File: src/rtl/adc_rb_pkg.sv
package adc_rb_pkg;

    typedef enum logic [1:0] {
        FILL_WHOLE = 2'd0,
        FILL_LOWER = 2'd1,
        FILL_UPPER = 2'd2
    } fill_state_e;

endpackage

File: src/rtl/rb_fill_fsm.sv
module rb_fill_fsm
    import adc_rb_pkg::*;
#(
    parameter int DEPTH = 16,
    parameter int CNT_W = 4
) (
    input  logic                     clk_i,
    input  logic                     rst_ni,
    input  logic                     wr_i,
    input  logic                     split_i,
    input  logic [CNT_W-1:0]         interval_i,
    output logic [$clog2(DEPTH)-1:0] wr_addr_o,
    output logic                     seq_evt_o,
    output logic                     upper_o
);
    localparam int IDX_W  = $clog2(DEPTH);
    localparam int HALF_W = IDX_W - 1;

    fill_state_e      state_q, state_d, cur_state;
    logic [IDX_W-1:0] off_q, off_d, cur_off;
    logic [CNT_W-1:0] cnt_q, cnt_d, cur_cnt;
    logic             split_q;
    logic [CNT_W-1:0] intv_q;
    logic             cfg_chg;
    logic             seq_last;

    // State register process
    always_ff @(posedge clk_i or negedge rst_ni) begin
        if (!rst_ni) begin
            state_q <= FILL_WHOLE;
            off_q   <= '0;
            cnt_q   <= '0;
            split_q <= 1'b0;
            intv_q  <= '0;
        end else begin
            state_q <= state_d;
            off_q   <= off_d;
            cnt_q   <= cnt_d;
            split_q <= split_i;
            intv_q  <= interval_i;
        end
    end

    // Effective state: a reconfigure takes effect in the same cycle
    always_comb begin
        cfg_chg   = (split_i != split_q) || (interval_i != intv_q);
        cur_state = state_q;
        cur_off   = off_q;
        cur_cnt   = cnt_q;
        if (cfg_chg) begin
            cur_state = split_i ? FILL_LOWER : FILL_WHOLE;
            cur_off   = '0;
            cur_cnt   = '0;
        end
    end

    // Next-state process
    always_comb begin
        seq_last = wr_i && (cur_cnt == interval_i);
        state_d  = cur_state;
        off_d    = cur_off;
        cnt_d    = cur_cnt;
        if (wr_i) begin
            if (seq_last) begin
                off_d = '0;
                cnt_d = '0;
                unique case (cur_state)
                    FILL_WHOLE: state_d = FILL_WHOLE;
                    FILL_LOWER: state_d = FILL_UPPER;
                    FILL_UPPER: state_d = FILL_LOWER;
                    default:    state_d = FILL_WHOLE;
                endcase
            end else begin
                cnt_d = cur_cnt + 1'b1;
                if (cur_state == FILL_WHOLE) begin
                    off_d = cur_off + 1'b1;
                end else begin
                    off_d = {1'b0, cur_off[HALF_W-1:0] + 1'b1};
                end
            end
        end
    end

    // Output process
    always_comb begin
        unique case (cur_state)
            FILL_WHOLE: wr_addr_o = cur_off;
            FILL_LOWER: wr_addr_o = {1'b0, cur_off[HALF_W-1:0]};
            FILL_UPPER: wr_addr_o = {1'b1, cur_off[HALF_W-1:0]};
            default:    wr_addr_o = cur_off;
        endcase
        seq_evt_o = seq_last;
        upper_o   = (state_q == FILL_UPPER);
    end

endmodule

File: src/rtl/rb_storage.sv
module rb_storage #(
    parameter int DEPTH  = 16,
    parameter int DATA_W = 12,
    parameter int BUS_W  = 16
) (
    input  logic                     clk_i,
    input  logic                     wr_en_i,
    input  logic [$clog2(DEPTH)-1:0] wr_addr_i,
    input  logic [DATA_W-1:0]        wr_data_i,
    input  logic [$clog2(DEPTH)-1:0] rd_idx_i,
    output logic [BUS_W-1:0]         rd_data_o
);
    logic [DATA_W-1:0] mem_q [DEPTH];
    logic [DATA_W-1:0] rd_word;

    // Contents deliberately carry no reset
    always_ff @(posedge clk_i) begin
        if (wr_en_i) begin
            mem_q[wr_addr_i] <= wr_data_i;
        end
    end

    assign rd_word = mem_q[rd_idx_i];

    generate
        if (BUS_W > DATA_W) begin : g_pad
            assign rd_data_o = {{(BUS_W - DATA_W){1'b0}}, rd_word};
        end else begin : g_trunc
            assign rd_data_o = rd_word[BUS_W-1:0];
        end
    endgenerate

endmodule

File: src/rtl/rb_irq_flag.sv
module rb_irq_flag (
    input  logic clk_i,
    input  logic rst_ni,
    input  logic evt_i,
    input  logic en_i,
    input  logic clr_i,
    output logic flag_o
);
    logic flag_q;

    // A new enabled event outranks a clear in the same cycle
    always_ff @(posedge clk_i or negedge rst_ni) begin
        if (!rst_ni) begin
            flag_q <= 1'b0;
        end else if (evt_i && en_i) begin
            flag_q <= 1'b1;
        end else if (clr_i) begin
            flag_q <= 1'b0;
        end
    end

    assign flag_o = flag_q;

endmodule

File: src/rtl/adc_result_pacer.sv
module adc_result_pacer #(
    parameter int DEPTH  = 16,
    parameter int DATA_W = 12,
    parameter int BUS_W  = 16,
    parameter int CNT_W  = 4
) (
    input  logic                     clk_i,
    input  logic                     rst_ni,
    input  logic                     res_valid_i,
    input  logic [DATA_W-1:0]        res_data_i,
    input  logic                     split_mode_i,
    input  logic [CNT_W-1:0]         interval_i,
    input  logic                     irq_en_i,
    input  logic                     irq_clr_i,
    input  logic [$clog2(DEPTH)-1:0] rd_idx_i,
    output logic [BUS_W-1:0]         rd_data_o,
    output logic                     fill_upper_o,
    output logic                     irq_o
);
    localparam int IDX_W = $clog2(DEPTH);

    logic [IDX_W-1:0] wr_addr;
    logic             seq_evt;

    rb_fill_fsm #(
        .DEPTH (DEPTH),
        .CNT_W (CNT_W)
    ) fsm_i (
        .clk_i      (clk_i),
        .rst_ni     (rst_ni),
        .wr_i       (res_valid_i),
        .split_i    (split_mode_i),
        .interval_i (interval_i),
        .wr_addr_o  (wr_addr),
        .seq_evt_o  (seq_evt),
        .upper_o    (fill_upper_o)
    );

    rb_storage #(
        .DEPTH  (DEPTH),
        .DATA_W (DATA_W),
        .BUS_W  (BUS_W)
    ) store_i (
        .clk_i     (clk_i),
        .wr_en_i   (res_valid_i),
        .wr_addr_i (wr_addr),
        .wr_data_i (res_data_i),
        .rd_idx_i  (rd_idx_i),
        .rd_data_o (rd_data_o)
    );

    rb_irq_flag flag_i (
        .clk_i  (clk_i),
        .rst_ni (rst_ni),
        .evt_i  (seq_evt),
        .en_i   (irq_en_i),
        .clr_i  (irq_clr_i),
        .flag_o (irq_o)
    );

endmodule

File: config.mk
export PLATFORM = sky130hd
export DESIGN_NAME = adc_result_pacer
export DESIGN_NICKNAME = d
export VERILOG_FILES = /design/src/rtl/adc_rb_pkg.sv /design/src/rtl/rb_fill_fsm.sv /design/src/rtl/rb_storage.sv /design/src/rtl/rb_irq_flag.sv /design/src/rtl/adc_result_pacer.sv
export SDC_FILE = /design/constraint.sdc
export NUM_CORES = 1
export LEC_CHECK = 0
export BUFFER_PORTS_ARGS = -buffer_cell sky130_fd_sc_hd__buf_2
export CELL_PAD_IN_SITES_DETAIL_PLACEMENT = 0
export CELL_PAD_IN_SITES_GLOBAL_PLACEMENT = 2
export CORE_ASPECT_RATIO = 0.7
export CORE_UTILIZATION = 30
export DETAILED_ROUTE_END_ITERATION = 7
export GPL_TIMING_DRIVEN = 0
export HOLD_SLACK_MARGIN = 0.06
export MAX_ROUTING_LAYER = met4
export PLACE_DENSITY_LB_ADDON = 0.1
export SYNTH_ARGS = -nofsm -noshare
export SYNTH_HDL_FRONTEND = slang
export SYNTH_SLANG_ARGS = --single-unit
File: constraint.sdc
create_clock -name clk_i -period 4.9 [get_ports clk_i]
set_clock_uncertainty 0.15 [all_clocks]
set_input_delay 0.49 -clock clk_i [delete_from_list [all_inputs] [get_ports clk_i]]
set_output_delay 0.49 -clock clk_i [all_outputs]
set_load 0.05 [all_outputs]
After elaboration in Yosys (flattened, before gate mapping)
Memory sizes are Yosys's and may differ from the RTL's.
Cells that the tools add are included.
{"block": "classes", "n_addsub": 3, "n_eq_ne": 6, "muxes": 17, "reduce_logical": 5}
{"operator": "4-bit two-way mux", "count": 7}
{"operator": "4-bit by 1-bit adder with 4-bit output, second input constant", "count": 2}
{"operator": "4-bit case mux with 2 select lines", "count": 1}
{"operator": "2-bit two-way mux", "count": 3}
{"operator": "1-bit two-way mux", "count": 5}
{"operator": "2-bit equality test, second input constant", "count": 2}
{"operator": "4-bit equality test", "count": 1}
{"operator": "4-bit != test", "count": 1}
{"operator": "2-bit case mux with 2 select lines", "count": 1}
{"operator": "3-bit by 1-bit adder with 3-bit output, second input constant", "count": 1}
{"operator": "2-bit by 1-bit equality test with 1-bit output, second input constant", "count": 1}
{"operator": "1-bit logical AND", "count": 2}
{"operator": "2-bit zero test", "count": 1}
{"operator": "2-bit nonzero test", "count": 1}
{"operator": "1-bit logical OR", "count": 1}
{"operator": "1-bit != test", "count": 1}
{"block": "totals", "regBits": 16, "ram_bits": 192, "wordCells": 38, "n_memories": 1}
{"memory": "store_i.mem_q", "words": 16, "width": 12, "rd": 1, "rd_clocked_by_memory_dff": 0, "write_ports": 1, "line_no": "rb_storage.sv:13", "source": "logic [DATA_W-1:0] mem_q [DEPTH];"}

Logic depth before layout (Yosys ltp)
{"block": "logic_depth", "ltp_word": 7, "depth_mapped": 11, "mapped_depth_nobuf": 11}

Modules after synthesis
From an unflattened synthesis, not the netlist that was laid out.
{"block": "hier_totals", "hier_cells": 409, "hier_area_um2": 8313.0}
{"module": "rb_storage", "instances": 1, "cells_each": 322, "area_per_inst_um2": 7393.3, "seq_area_each_um2": 5765.5}
{"module": "rb_fill_fsm", "instances": 1, "cells_each": 83, "area_per_inst_um2": 878.3, "seq_area_each_um2": 375.4}
{"module": "rb_irq_flag", "instances": 1, "cells_each": 4, "area_per_inst_um2": 41.3, "seq_area_each_um2": 25.0}

Worst setup path after synthesis
OpenSTA, ideal clock, no wires.
{"block": "synth_timing", "path_kind": "in2reg", "startpoint": "input split_mode_i", "endpoint": "memory store_i.mem_q[0][0], enable pin", "setup_time_ps": 380, "t_arrival_ps": 2739, "required_ps": 4370, "setup_slack_ps": 1630, "cell_stages": 11, "cell_sequence": "xnor2_1 > and4_1 > and2_4 > clkbuf_1 > nand2_1 > ha_1 > nand2b_1 > inv_1 > o21ai_0 > nand2_1 > nor2_1"}
{"block": "synth_between", "elab_chain_len": 5, "word_cells_on_any_way": 8}
{"element": "from (decl)", "line_no": "adc_result_pacer.sv:11", "source": "input logic split_mode_i,"}
{"element": "1-bit != test", "line_no": "rb_fill_fsm.sv:46", "source": "cfg_chg = (split_i != split_q) || (interval_i != intv_q);"}
{"element": "1-bit logical OR", "line_no": "rb_fill_fsm.sv:46"}
{"element": "2-bit two-way mux", "line_no": "rb_fill_fsm.sv:50", "source": "if (cfg_chg) begin"}
{"element": "2-bit equality test / 2-bit by 1-bit equality test with 1-bit output (equally long branches)", "line_no": "rb_fill_fsm.sv:86", "source": "unique case (cur_state)"}
{"element": "4-bit case mux with 2 select lines (*)", "line_no": "rb_fill_fsm.sv:86"}
{"element": "to (decl)", "line_no": "rb_storage.sv:13"}
Mark *: on every way between the ends. The rest lies on a longest branch, timed or not.

Final worst setup path
{"block": "layout_timing", "startpoint": "input split_mode_i", "endpoint": "memory store_i.mem_q[5][5], enable pin"}
The elaborated chain is that of the path after synthesis.

==> results.cfg <==
[timing]
final-setup-viol-count = 0
finalWorstSetupSlack_ns = 0.699
max_freq_mhz = 238
setup_tns_ns = 0
final-max-slew-violation-count = 0
period_share_pct = 85.7
worstMarginPinSlew_ns = 1.27
fin_crit_ns = 4.20
hold_viol_final = 0
rsz0062_at_grt = false
slew_headroom_pct = 15.4

[synth]
synth_top_cells_by_count = 192 x edfxtp_1, 60 x mux4_2, 22 x nor2_1
synthFlopType = edfxtp_1
synth_top_cell_by_area = edfxtp_1
ys_ff_latch = 208
async_flop_share_pct = 7.69
synth_xor_area_share_pct = 1.17
yosys-top-cells-area = edfxtp_1 70%, mux4_2 16%, dfrtp_1 4.8%
synth_compound_area_share_pct = 1.06
synth_top_area_share_pct = 69.8
syn_area_per_cell_sq_um = 21.2
yosys.cell_count.top_type = edfxtp_1
synth_top_family_by_area = multiplexers
synth_cells = 389
synth_seq_area_share_pct = 74.6
yosys.area_share.adder_pct = 1.36
synthDistinctLibCells = 34
synth_edf_count = 192
synth_simple_gate_area_share_pct = 3.51
yosys_warnings = 0
syn_area_sq_mm = 0.00826
synthMuxAreaShare_pct = 16.9

[cts]
cts_made_buffers = 23
clk_pin_slew_worst_paths_ns = 0.06
htreeDepth = 1
insertion_delay_ns = 0.50
cts-root-buf = clkbuf_16
post-cts-setup-buffer-count = 0
clock-sinks = 208
cts_tree = built
clock_path_buffers = 3

[place]
place.gp.congestion = 0.678
placed_cell_area_sq_mm = 0.00917
dp_slack_ns = 0.706
place_hpwl_um = 13600
port-buffer-count = 37

[drt]
dr.pass1.iters = 4
drt_iter0_drc = 242
vias = 4015
wirelength_um = 20200
drc = 0
ant_nets = 0
wl_per_cell_um = 23.7
vias_per_cell = 4.71

[floorplan]
dieWidth_um = 200
initial_utilization_pct = 30.7
fp.dieH_um = 141
num_rows = 50
die_area_sq_mm = 0.0282
core_area_sq_mm = 0.0269
ios = 44

[worst_setup_path]
critical_path_arrival_ns = 4.25
critPathKind = primary input to flip-flop
critical_path.max_fanout = 10
crit_required_ns = 4.95
crit_path_end_kind = flip-flop
worst_setup_path_start_kind = primary input

[pwr]
power.density_mw_per_mm2 = 383
p_total_mw = 3.80
irDropWorstVdd_mv = 0.206
p_leak_nw = 3.29

[global_route]
grt_pass1_vias = 4263
grt_util_met3_pct = 2.20
overflow = 0
grt_max_degree = 17
grt_pass1_wl_um = 30000
grt_busiest_layer = met2
grt_antenna_before_repair = 0
met2_usage_pct = 22.8
track_usage_pct = 15.4
use_met1_pct = 22.4

[cells_and_area]
layout.nets = 512
multiInputGateArea_sq_mm = 0.00203
design_area_sq_mm = 0.00992
n_fill_cell = 2488
regArea_sq_mm = 0.00617
syn_to_final_growth_pct = 20.1
drive_gt1_share_pct = 34.8
antennaDiodeCount = 0

[run_status]
status = completed

[min_path]
hp-class = primary input to flip-flop

[flow_run]
maxCapViolCount = 0
==> cells in the final DEF (no fill, tap or decap), drive strengths merged <==
master / n
a31oi: 1
nand2: 20
clkbuf: 33
o21ai: 5
and2: 1
clkinv: 10
o22ai: 1
nand3: 3
nor2: 22
nand4: 3
nor4b: 1
mux2: 3
a22o: 1
conb: 4
bufinv: 2
nor4: 1
a41oi: 1
o32ai: 1
buf: 63
xnor2: 9
inv: 7
a21o: 1
dfrtp: 16
ha: 9
nor2b: 1
nand3b: 1
xor2: 2
mux4: 60
nand2b: 5
dlygate4sd3: 7
or2: 1
and4: 1
a32oi: 1
edfxtp: 192
==> report_power, final <==
group	internal [mW]	switching, mW	leakage (nW)	total (mW)
Clock	0.950	0.657	0.334	1.61
Sequential	1.95	0.00359	1.94	1.95
Combinational	0.0851	0.149	1.01	0.234
==> routing by layer <==
| metal | vias to the layer above | part of all wire, % |
|---|---|---|
| met2 | 95 | 44 |
| met3 | 31 | 3.9 |
| met1 | 2124 | 50 |
| met4 | 0 | 2.2 |
| met5 | - | 0 |
| li1 | 1765 | - |
==> through the flow <==
step                      hold WS [ns]  util (%)  std cells
after floorplan                 0.0444         -        392
after global placement           0.304      33.1        793
after detailed placement         0.303      34.1        809
after CTS                        0.104      36.9        853
after global routing             0.138      36.9        853
final                            0.126      36.9        853
==> layout make-up <==
type	count	share of cell area, %
Clock inverter	12	1.01
Multi-Input combinational cell	159	20.5
Timing Repair Buffer	60	4.73
Buffer	18	0.870
Tap cell	364	4.59
Inverter	7	0.265
Sequential cell	208	62.2
Clock buffer	25	5.88
==> kinds of logic after synthesis <==
kind of cell | after synthesis
compound gates | 12
xor+xnor | 11
fa+ha+maj | 9
buf+inv | 25
flops | 208
mux | 63
other cells | 1
simple gates | 60
==> path summary, 6_finish.rpt <==
| check | slack [ns] | startpoint | endpoint | cells past startpoint |
|---|---|---|---|---|
| min in group asynchronous | 0.32 | rst_ni | fsm_i.intv_q[1] | 2 |
| max | 0.70 | split_mode_i | store_i.mem_q[5][5] | 12 |
| min | 0.13 | irq_clr_i | flag_i.flag_o | 3 |
| max in group asynchronous | 3.96 | rst_ni | fsm_i.off_q[2] | 2 |
| min reg2reg | 0.36 | flag_i.flag_o | flag_i.flag_o | 1 |
| max reg2reg | 1.02 | fsm_i.split_q | store_i.mem_q[5][5] | 10 |
==> registers in the layout (all words and copies together), names as in the netlist <==
name           flops
store_i.mem_q    192
fsm_i.state_q      2
fsm_i.intv_q       4
fsm_i.split_q      1
fsm_i.cnt_q        4
flag_i.flag_o      1
fsm_i.off_q        4
==> worst max-delay path, stage by stage <==
cell	delay, ns
dlygate4sd3_1	0.53
buf_2	0.15
xnor2_1	0.30
and4_1	0.30
and2_4	0.20
clkbuf_1	0.40
nand2_1	0.18
ha_1	0.36
nand2b_1	0.18
nand4_1	0.29
nor2_2	0.61
buf_6	0.24
==> what timing repair did <==
item,in CTS,in global routing
hold buffers,7,0
resized for setup,0,0
hold endpoints to repair,22,0
No activity file was read; power rests on OpenSTA's default activity.
